**config.mk**
```make
export PLATFORM = sky130hd
export DESIGN_NAME = sertx_core
export DESIGN_NICKNAME = d
export VERILOG_FILES = /design/src/rtl/sertx_pkg.sv /design/src/rtl/sertx_baud.sv /design/src/rtl/sertx_hold.sv /design/src/rtl/sertx_shift.sv /design/src/rtl/sertx_core.sv
export SDC_FILE = /design/constraint.sdc
export NUM_CORES = 1
export LEC_CHECK = 0
export ABC_AREA = 1
export ABC_CLOCK_PERIOD_IN_PS = 1400
export BUFFER_PORTS_ARGS = -buffer_cell sky130_fd_sc_hd__clkbuf_2
export CORE_MARGIN = 5
export CORE_UTILIZATION = 32
export CTS_CLUSTER_DIAMETER = 40
export DETAILED_ROUTE_END_ITERATION = 8
export GPL_ROUTABILITY_DRIVEN = 0
export PLACE_DENSITY = 0.54
export SLEW_MARGIN = 30
export SYNTH_ARGS = -nofsm -noshare
export SYNTH_HDL_FRONTEND = slang
export SYNTH_SLANG_ARGS = --single-unit
```
**constraint.sdc**
```tcl
create_clock -name clk -period 1.4 [get_ports clk]
set_input_delay 0.14 -clock clk [delete_from_list [all_inputs] [get_ports clk]]
set_output_delay 0.14 -clock clk [all_outputs]
set_load 0.01 [all_outputs]
```
**src/rtl/sertx_pkg.sv**
```systemverilog
// Package: shared bit positions of the control/status register and frame sizes.
// Assumes an 8-bit data character with one start and one stop bit.
package sertx_pkg;
    localparam int CHAR_W   = 8;
    localparam int FRAME_W  = CHAR_W + 2;
    localparam int B_DMA    = 0;
    localparam int B_EMPTY  = 1;
    localparam int B_ZERO   = 2;
    localparam int B_TXEN   = 3;
    localparam int B_ECHO   = 4;
endpackage

```
**src/rtl/sertx_baud.sv**
```systemverilog
// Baud reload counter: counts down from the divisor and pulses tick for one
// clock each time it sits at zero, reloading the divisor on that clock.
// Assumes the divisor is sampled only at reload; changes take effect at next zero.
module sertx_baud #(
    parameter int DIV_W = 16
) (
    input  logic             clk,
    input  logic             rst_n,
    input  logic [DIV_W-1:0] div,
    output logic             tick
);
    logic [DIV_W-1:0] cnt;

    assign tick = (cnt == '0);

    // Down-count with reload on zero.
    always_ff @(posedge clk) begin
        if (!rst_n)      cnt <= '0;
        else if (tick)   cnt <= div;
        else             cnt <= cnt - 1'b1;
    end

    AST_RELOAD_DIV: assert property (@(posedge clk) disable iff (!rst_n)
        tick |=> (cnt == $past(div)));
endmodule

```
**src/rtl/sertx_hold.sv**
```systemverilog
// Single-entry holding buffer with full flag. A write always stores the byte;
// a take by the shifter empties it unless a write lands in the same clock.
// Assumes the caller has already merged the DMA and register write paths.
module sertx_hold #(
    parameter int W = 8
) (
    input  logic         clk,
    input  logic         rst_n,
    input  logic         wr,
    input  logic [W-1:0] wdata,
    input  logic         take,
    output logic         full,
    output logic [W-1:0] data
);
    // Buffer contents and occupancy; a write wins over a take.
    always_ff @(posedge clk) begin
        if (!rst_n) begin
            full <= 1'b0;
            data <= '0;
        end else if (wr) begin
            full <= 1'b1;
            data <= wdata;
        end else if (take) begin
            full <= 1'b0;
        end
    end

    AST_WR_FILLS:    assert property (@(posedge clk) disable iff (!rst_n)
        wr |=> full);
    AST_TAKE_EMPTIES: assert property (@(posedge clk) disable iff (!rst_n)
        (take && !wr) |=> !full);
endmodule

```
**src/rtl/sertx_shift.sv**
```systemverilog
// Frame shifter: on a baud tick, loads {stop, data, start} when free, enabled
// and a byte is waiting, then shifts one bit per tick, LSB first.
// Assumes the tick is one clock wide; loads only on ticks so bits align to them.
module sertx_shift #(
    parameter int W = 8
) (
    input  logic         clk,
    input  logic         rst_n,
    input  logic         tick,
    input  logic         tx_en,
    input  logic         have_byte,
    input  logic [W-1:0] byte_in,
    output logic         take,
    output logic         busy,
    output logic         bit_out
);
    localparam int FW = W + 2;
    localparam int CW = $clog2(FW + 1);

    logic [FW-1:0] sh;
    logic [CW-1:0] left;
    logic          free;

    assign free    = !busy || (left == CW'(1));
    assign take    = tick && free && tx_en && have_byte;
    assign bit_out = sh[0];

    // Load a new frame or advance the current one on each tick.
    always_ff @(posedge clk) begin
        if (!rst_n) begin
            busy <= 1'b0;
            sh   <= '1;
            left <= '0;
        end else if (take) begin
            busy <= 1'b1;
            sh   <= {1'b1, byte_in, 1'b0};
            left <= CW'(FW);
        end else if (tick && busy) begin
            if (left == CW'(1)) busy <= 1'b0;
            sh   <= {1'b1, sh[FW-1:1]};
            left <= left - 1'b1;
        end
    end

    AST_START_NEEDS_EN: assert property (@(posedge clk) disable iff (!rst_n)
        $rose(busy) |-> $past(tx_en));
    AST_START_LOW:      assert property (@(posedge clk) disable iff (!rst_n)
        take |=> (busy && !bit_out));
endmodule

```
**src/rtl/sertx_core.sv**
```systemverilog
// Serial transmitter top: control/status register, DMA request gating,
// output mux for echo mode, and instances of baud counter, buffer and shifter.
// Assumes a single register address; reads are combinational.
module sertx_core
    import sertx_pkg::*;
#(
    parameter int DIV_W = 16
) (
    input  logic             clk,
    input  logic             rst_n,
    input  logic             reg_wr,
    input  logic [7:0]       reg_wdata,
    output logic [7:0]       reg_rdata,
    input  logic             buf_wr,
    input  logic [7:0]       buf_wdata,
    input  logic [DIV_W-1:0] baud_div,
    output logic             dma_req,
    input  logic             dma_ack,
    input  logic [7:0]       dma_data,
    input  logic             rx_in,
    output logic             txd
);
    logic        tick, take, busy, bit_out, full;
    logic        dma_en, tx_en, echo_en, zc;
    logic        hw_wr;
    logic [7:0]  hw_data, held;
    logic [3:0]  unused_wbits;

    assign unused_wbits = {reg_wdata[7:5], reg_wdata[B_EMPTY]};
    assign hw_wr   = buf_wr || dma_ack;
    assign hw_data = dma_ack ? dma_data : buf_wdata;
    assign dma_req = dma_en && !full;

    sertx_baud #(.DIV_W(DIV_W)) u_baud (
        .clk(clk), .rst_n(rst_n), .div(baud_div), .tick(tick)
    );

    sertx_hold #(.W(CHAR_W)) u_hold (
        .clk(clk), .rst_n(rst_n), .wr(hw_wr), .wdata(hw_data),
        .take(take), .full(full), .data(held)
    );

    sertx_shift #(.W(CHAR_W)) u_shift (
        .clk(clk), .rst_n(rst_n), .tick(tick), .tx_en(tx_en),
        .have_byte(full), .byte_in(held), .take(take),
        .busy(busy), .bit_out(bit_out)
    );

    // Writable control bits.
    always_ff @(posedge clk) begin
        if (!rst_n) begin
            dma_en  <= 1'b0;
            tx_en   <= 1'b0;
            echo_en <= 1'b0;
        end else if (reg_wr) begin
            dma_en  <= reg_wdata[B_DMA];
            tx_en   <= reg_wdata[B_TXEN];
            echo_en <= reg_wdata[B_ECHO];
        end
    end

    // Sticky zero-count flag: set on tick, write-1-to-clear, set wins.
    always_ff @(posedge clk) begin
        if (!rst_n)                          zc <= 1'b0;
        else if (tick)                       zc <= 1'b1;
        else if (reg_wr && reg_wdata[B_ZERO]) zc <= 1'b0;
    end

    // Register read view.
    always_comb begin
        reg_rdata          = '0;
        reg_rdata[B_DMA]   = dma_en;
        reg_rdata[B_EMPTY] = !full;
        reg_rdata[B_ZERO]  = zc;
        reg_rdata[B_TXEN]  = tx_en;
        reg_rdata[B_ECHO]  = echo_en;
    end

    // Output select: echo path, active frame bit, or idle mark.
    always_comb begin
        if (echo_en)   txd = rx_in;
        else if (busy) txd = bit_out;
        else           txd = 1'b1;
    end

    AST_IDLE_MARK:  assert property (@(posedge clk) disable iff (!rst_n)
        (!echo_en && !busy) |-> txd);
    AST_ZC_STICKY:  assert property (@(posedge clk) disable iff (!rst_n)
        (zc && !(reg_wr && reg_wdata[B_ZERO])) |=> zc);
    AST_DMA_QUIET:  assert property (@(posedge clk) disable iff (!rst_n)
        dma_ack |=> !dma_req);
endmodule

```
* Word level (Yosys, flattened, before mapping)
Cells that the tools add are included.
** Storage, ports and cells
- RAM bits :: 0
- Bits in registers :: 43
- Input port bits :: 46
- Word-level logic and storage cells :: 47
- Memories :: 0
- ROM bits :: 0
- Latch bits :: 0
** Cells by class
- $lt $le $gt $ge :: 0
- Shift operators :: 0
- Bitwise gates (word level) :: 1
- Multiply operators :: 0
- Reductions and logical operators :: 17
- Equal/unequal tests :: 1
- Add/sub/neg operators :: 2
- Multiplexer cells :: 15
- Divide/modulo/power cells :: 0
** Operator list (count)
- 2-to-1 mux 9 bit :: 2
- zero test 16 bit :: 1
- 2-to-1 mux 16 bit :: 1
- subtractor 16 x 1 -> 16 bit, second input constant :: 1
- 2-to-1 mux 1 bit :: 9
- 2-to-1 mux 4 bit :: 2
- 2-to-1 mux 8 bit :: 1
- nonzero test 2 bit :: 4
- logical AND 1 bit :: 6
- equality test 4 x 1 -> 1 bit, second input constant :: 1
- subtractor 4 x 1 -> 4 bit, second input constant :: 1
- zero test 1 bit :: 2
- logical OR 1 bit :: 2
- AND reduction 2 bit :: 1
- OR reduction 2 bit :: 1
- NOT 1 bit :: 1

* Longest topological paths before layout
- Word-level depth :: 7
- Mapped depth :: 11
- Depth with buffers taken out :: 11

* Cells and area by module
A second synthesis with hierarchy kept.
** Second synthesis, totals
- Cells, all modules :: 396
- Area, all modules :: 2509.9 sq um
** By module, submodules not included
- sertx_baud :: cells each 187, area an instance 1096.1 sq um, instances 1
- sertx_shift :: cells each 110, area an instance 773.2 sq um, instances 1
- sertx_core :: cells each 61, area an instance 336.6 sq um, instances 1
- sertx_hold :: cells each 38, area an instance 304.0 sq um, instances 1

* Least setup slack after synthesis
OpenSTA, ideal clock, no wires.
- Path type :: reg2reg
- Start point :: register u_baud.cnt[0]
- End point :: register u_shift.sh[1]
- Buffers on the path :: 1
- Arrival :: 1.335 ns
- Data required time :: 1.270 ns
- Stages on the path, launching flop included :: 11
- Slack :: -0.064 ns
- Period minus slack after synthesis :: 1.464 ns
- Path through :: dfxtp_1 > inv_1 > ha_1 > nand2_1 > nor2_2 > nand2_4 > nor2_4 > nand2_2 > buf_6 > o21ai_1 > nand3_1
** Between the ends
- Cells in the longest elaborated chain, start to end :: 5
- Elaborated cells between the ends (all ways) :: 7
- Classes of those cells :: mux: 1; reduce/logical: 6
** RTL lines
- from (decl) :: line sertx_baud.sv:12 : logic [DIV_W-1:0] cnt;
- from (signal assigned) :: line sertx_baud.sv:19 : else if (tick) cnt <= div;
- from (signal assigned) :: line sertx_baud.sv:20 : else cnt <= cnt - 1'b1;
- zero test 16 bit (*) :: line sertx_baud.sv:14 : assign tick = (cnt == '0);
- logical AND 1 bit (3 in series) :: line sertx_shift.sv:25 : assign take = tick && free && tx_en && have_byte;
- 2-to-1 mux 9 bit / nonzero test 2 bit (equally long branches)
- to (signal assigned) :: line sertx_shift.sv:36 : sh <= {1'b1, byte_in, 1'b0};
- to (signal assigned) :: line sertx_shift.sv:40 : sh <= {1'b1, sh[FW-1:1]};
- to (decl) :: line sertx_shift.sv:20 : logic [FW-1:0] sh;
Mark *: on every way between the ends. The rest lies on a longest branch, timed or not.
A chain may end at the register's enable or synchronous reset.

* Worst setup path in the final report
- Start point :: register u_baud.cnt[7]
- End point :: register u_shift.sh[7]
The elaborated chain is that of the path after synthesis.

==> impl_metrics.csv <==
group,metric,value,unit
synthesis,netlist-cell-type-count,30,
critical_path,reg2reg_from,"u_baud.cnt[7]",
critical_path,worst-path-max-fanout,7,
floorplan,dieWidth,94.1,um
clocking,clk_pin_slew,0.09,ns
floorplan,core,6830,um2
clocking,clk_latency,0.30,ns
grt,grt_usage,12.8,%
detailed_routing,wl,5.41,mm
detailed_routing,drc_errors,0,
critical_path,critical_path_class,"flop to flop",
clocking,cts_tree,"yes",
synthesis,synth_common_cells,"nand2_1, inv_1, dfxtp_1",
outcome,violations,"negative setup slack",
synthesis,async_flop_share,0,%
clocking,clk_path_buf_depth,2,
critical_path,crit_path_start,"u_baud.cnt[7]",
detailed_routing,dr.pass1.iters,4,
power_and_ir_drop,p_per_area,1760,nW/um2
floorplan,start_util,33.1,%
clocking,cts-root-buf,"clkbuf_8",
placed_design,pre_cts_slack,-0.0832,ns
clocking,cts_sinks,43,
worst_hold_path,hold_depth,3,
synthesis,yosysSeqAreaShare,38.1,%
critical_path,arrival,1.65,ns
sta,hold_viol,0,
synthesis,yosysWarnings,0,
detailed_routing,vias,2235,
synthesis,yosys-top-cells-area,"dfxtp_1, nand2_1, inv_1, nand3_1, nor2_1",
critical_path,r2r_setup_slack,-0.06,ns
sta,worst_slack,-0.0558,ns
synthesis,syn_area,2260,um2
detailed_routing,dr.first_iter.drc_count,56,
grt,grt-ovfl-total,0,
critical_path,end_kind,"flop",
grt,first_global_vias,2151,
power_and_ir_drop,p_leak,0.00157,uW
floorplan,die_y,94.1,um
detailed_routing,routed_via_density,4.43,
critical_path,rr_worst_depth,10,
detailed_routing,ant_nets,0,
clocking,numCtsBuffers,5,
synthesis,yosysMostFrequentCell,"nand2_1",
critical_path,endpoint,"u_shift.sh[7]",
sta,post-route-period-util,104,%
final_layout,fillerInstances,729,
sta,slew_violations,0,
placed_design,dp_hpwl,3.94,mm
final_layout,nNetsFinal,458,
sta,min_period,1.46,ns
floorplan,die-area,8850,um2
final_layout,multi_input_area,1280,um2
synthesis,synth_top_cell_by_area,"dfxtp_1",
outcome,status,"finished, violations left",
clocking,cts-hold-fix-buffers,0,
synthesis,synth_flop_cell,"dfxtp_1",
synthesis,syn_area_per_cell,6.90,um2
critical_path,cp.required,1.60,ns
sta,rsz0062_at_grt,"true",
grt,grt_pass1_wl,9.17,mm
final_layout,postLayoutCoreUtil,46.0,%
floorplan,rows,30,
sta,fin_skew,0.00737,ns
synthesis,synth-edff-count,0,
sta,setup_violations,13,
placed_design,io_buffers,48,
power_and_ir_drop,ir_drop,587,uV
flow_run,drv_cap,0,
grt,grt_max_degree,27,
synthesis,syn_inst,328,
floorplan,ios,56,
final_layout,synthToLayoutAreaGrowth,38.9,%
clocking,cts_max_level,2,
final_layout,drive_above_1_share,36.4,%
final_layout,regArea,878,um2
detailed_routing,wl_per_cell,10.7,um
critical_path,r2r-end,"u_shift.sh[7]",
final_layout,num_antenna_cells,0,
grt,antenna_found_initial,0,
sta,max_clock_freq,0.687,GHz
synthesis,synth_top_area_share,38.1,%
worst_hold_path,min_path_type,"input pin to flop",
critical_path,critPathLaunchType,"flop",
synthesis,ys_ff_latch,43,
## cell usage in the layout, fill, tap and decap left out, types with 2 or more instances in the layout
master and instances:
o21ai_2 5, conb_1 3, nor2_1 20, a21oi_2 2, nand2_4 4, xor2_1 4
dfxtp_1 35, ha_1 2, clkbuf_2 48, nor3_1 3, o21ai_1 15, nand2_1 65
buf_6 4, inv_1 45, nand4_1 2, clkbuf_8 6, a21oi_1 15, nand3_1 19
inv_2 7, nand3_2 2, a31oi_1 2, dfxtp_2 5, xnor2_1 6, buf_4 32
nand2_2 6, o21ai_0 13, o211ai_1 8, dfxtp_4 3, nor2_2 4, nor2_4 13
## logic make-up (layout without fill, tap and decap cells)
group | after synthesis | after routing | synth area share [%]
and+or+nand+nor | 140 | 143 | 27.9
adders and majority gates | 4 | 4 | 2.21
DFF | 43 | 43 | 38.1
other | 1 | 3 | 0.166
AOI/OAI and AO/OA | 61 | 61 | 14.6
xor gates and xnor gates | 10 | 10 | 3.87
buffers and inverters | 69 | 145 | 13.2
## area by class of cell
| class | count | share of cell area (%) |
|---|---|---|
| Multi-Input combinational cell | 221 | 40.8 |
| Sequential cell | 43 | 27.9 |
| Timing Repair Buffer | 85 | 17.4 |
| Inverter | 52 | 6.21 |
| Tap cell | 96 | 3.82 |
| Clock buffer | 6 | 2.63 |
| Clock inverter | 2 | 1.23 |
## layer usage
layer	vias up	part of all wire (%)	GRT usage [%]
met5	-	0	0
met4	0	2.1	5.54
met3	9	4.0	3.29
met2	29	50	22.5
met1	999	44	14.4
li1	1198	-	-
## report_power, final
part	total [uW]	internal, uW	switching (uW)
combinational	2770	1370	1400
clock	1040	587	452
sequential	1720	1500	220
## metrics by stage
step / power, uW / std cells / TNS (ns) / cell area (um2) / hold WS [ns]
3_3_place_gp: 3940 / 490 / -0.602 / 2800 / 0.372
2_1_floorplan: 3120 / 330 / -0.00471 / 2280 / 0.275
6_report: 5530 / 505 / -0.363 / 3140 / 0.0787
5_1_grt: 5970 / 505 / -2.51 / 3140 / 0.0914
4_1_cts: 5210 / 501 / -0.308 / 3010 / 0.0787
3_5_place_dp: 3960 / 490 / -0.873 / 2800 / 0.396
## state kept, by name, summed over array words and instances, names as in the netlist, 4 cells and up
name          count
u_hold.data       8
u_shift.sh        9
u_shift.left      4
u_baud.cnt       16
## how the worst min path moves through the flow
| stage | start | end | slack, ns |
|---|---|---|---|
| after floorplan | reg_wdata[3] | tx_en | 0.27 |
| after global placement | reg_wdata[4] | echo_en | 0.37 |
| after detailed placement | reg_wdata[3] | tx_en | 0.40 |
| after CTS | reg_wdata[3] | tx_en | 0.08 |
| after global routing | reg_wdata[4] | echo_en | 0.09 |
| final | reg_wdata[3] | tx_en | 0.08 |
## repair_timing
action / 4_1_cts / 5_1_grt
pin swaps: 9 / 18
endpoints found under the hold margin: 0 / 0
resized for setup: 23 / 37
endpoints found under the setup margin: 26 / 31
setup buffers: 1 / 3
cloned: 2 / 1
## critical path: stages, from the launching register on
cell,delay (ns)
dfxtp_4,0.37
nor2_4,0.13
nand2_2,0.09
nor2_4,0.14
nand2_4,0.11
nor2_4,0.22
inv_2,0.08
nand2_1,0.06
o21ai_1,0.06
nand2_1,0.05
nand2_1,0.05
(Power assumes the default switching activity.)
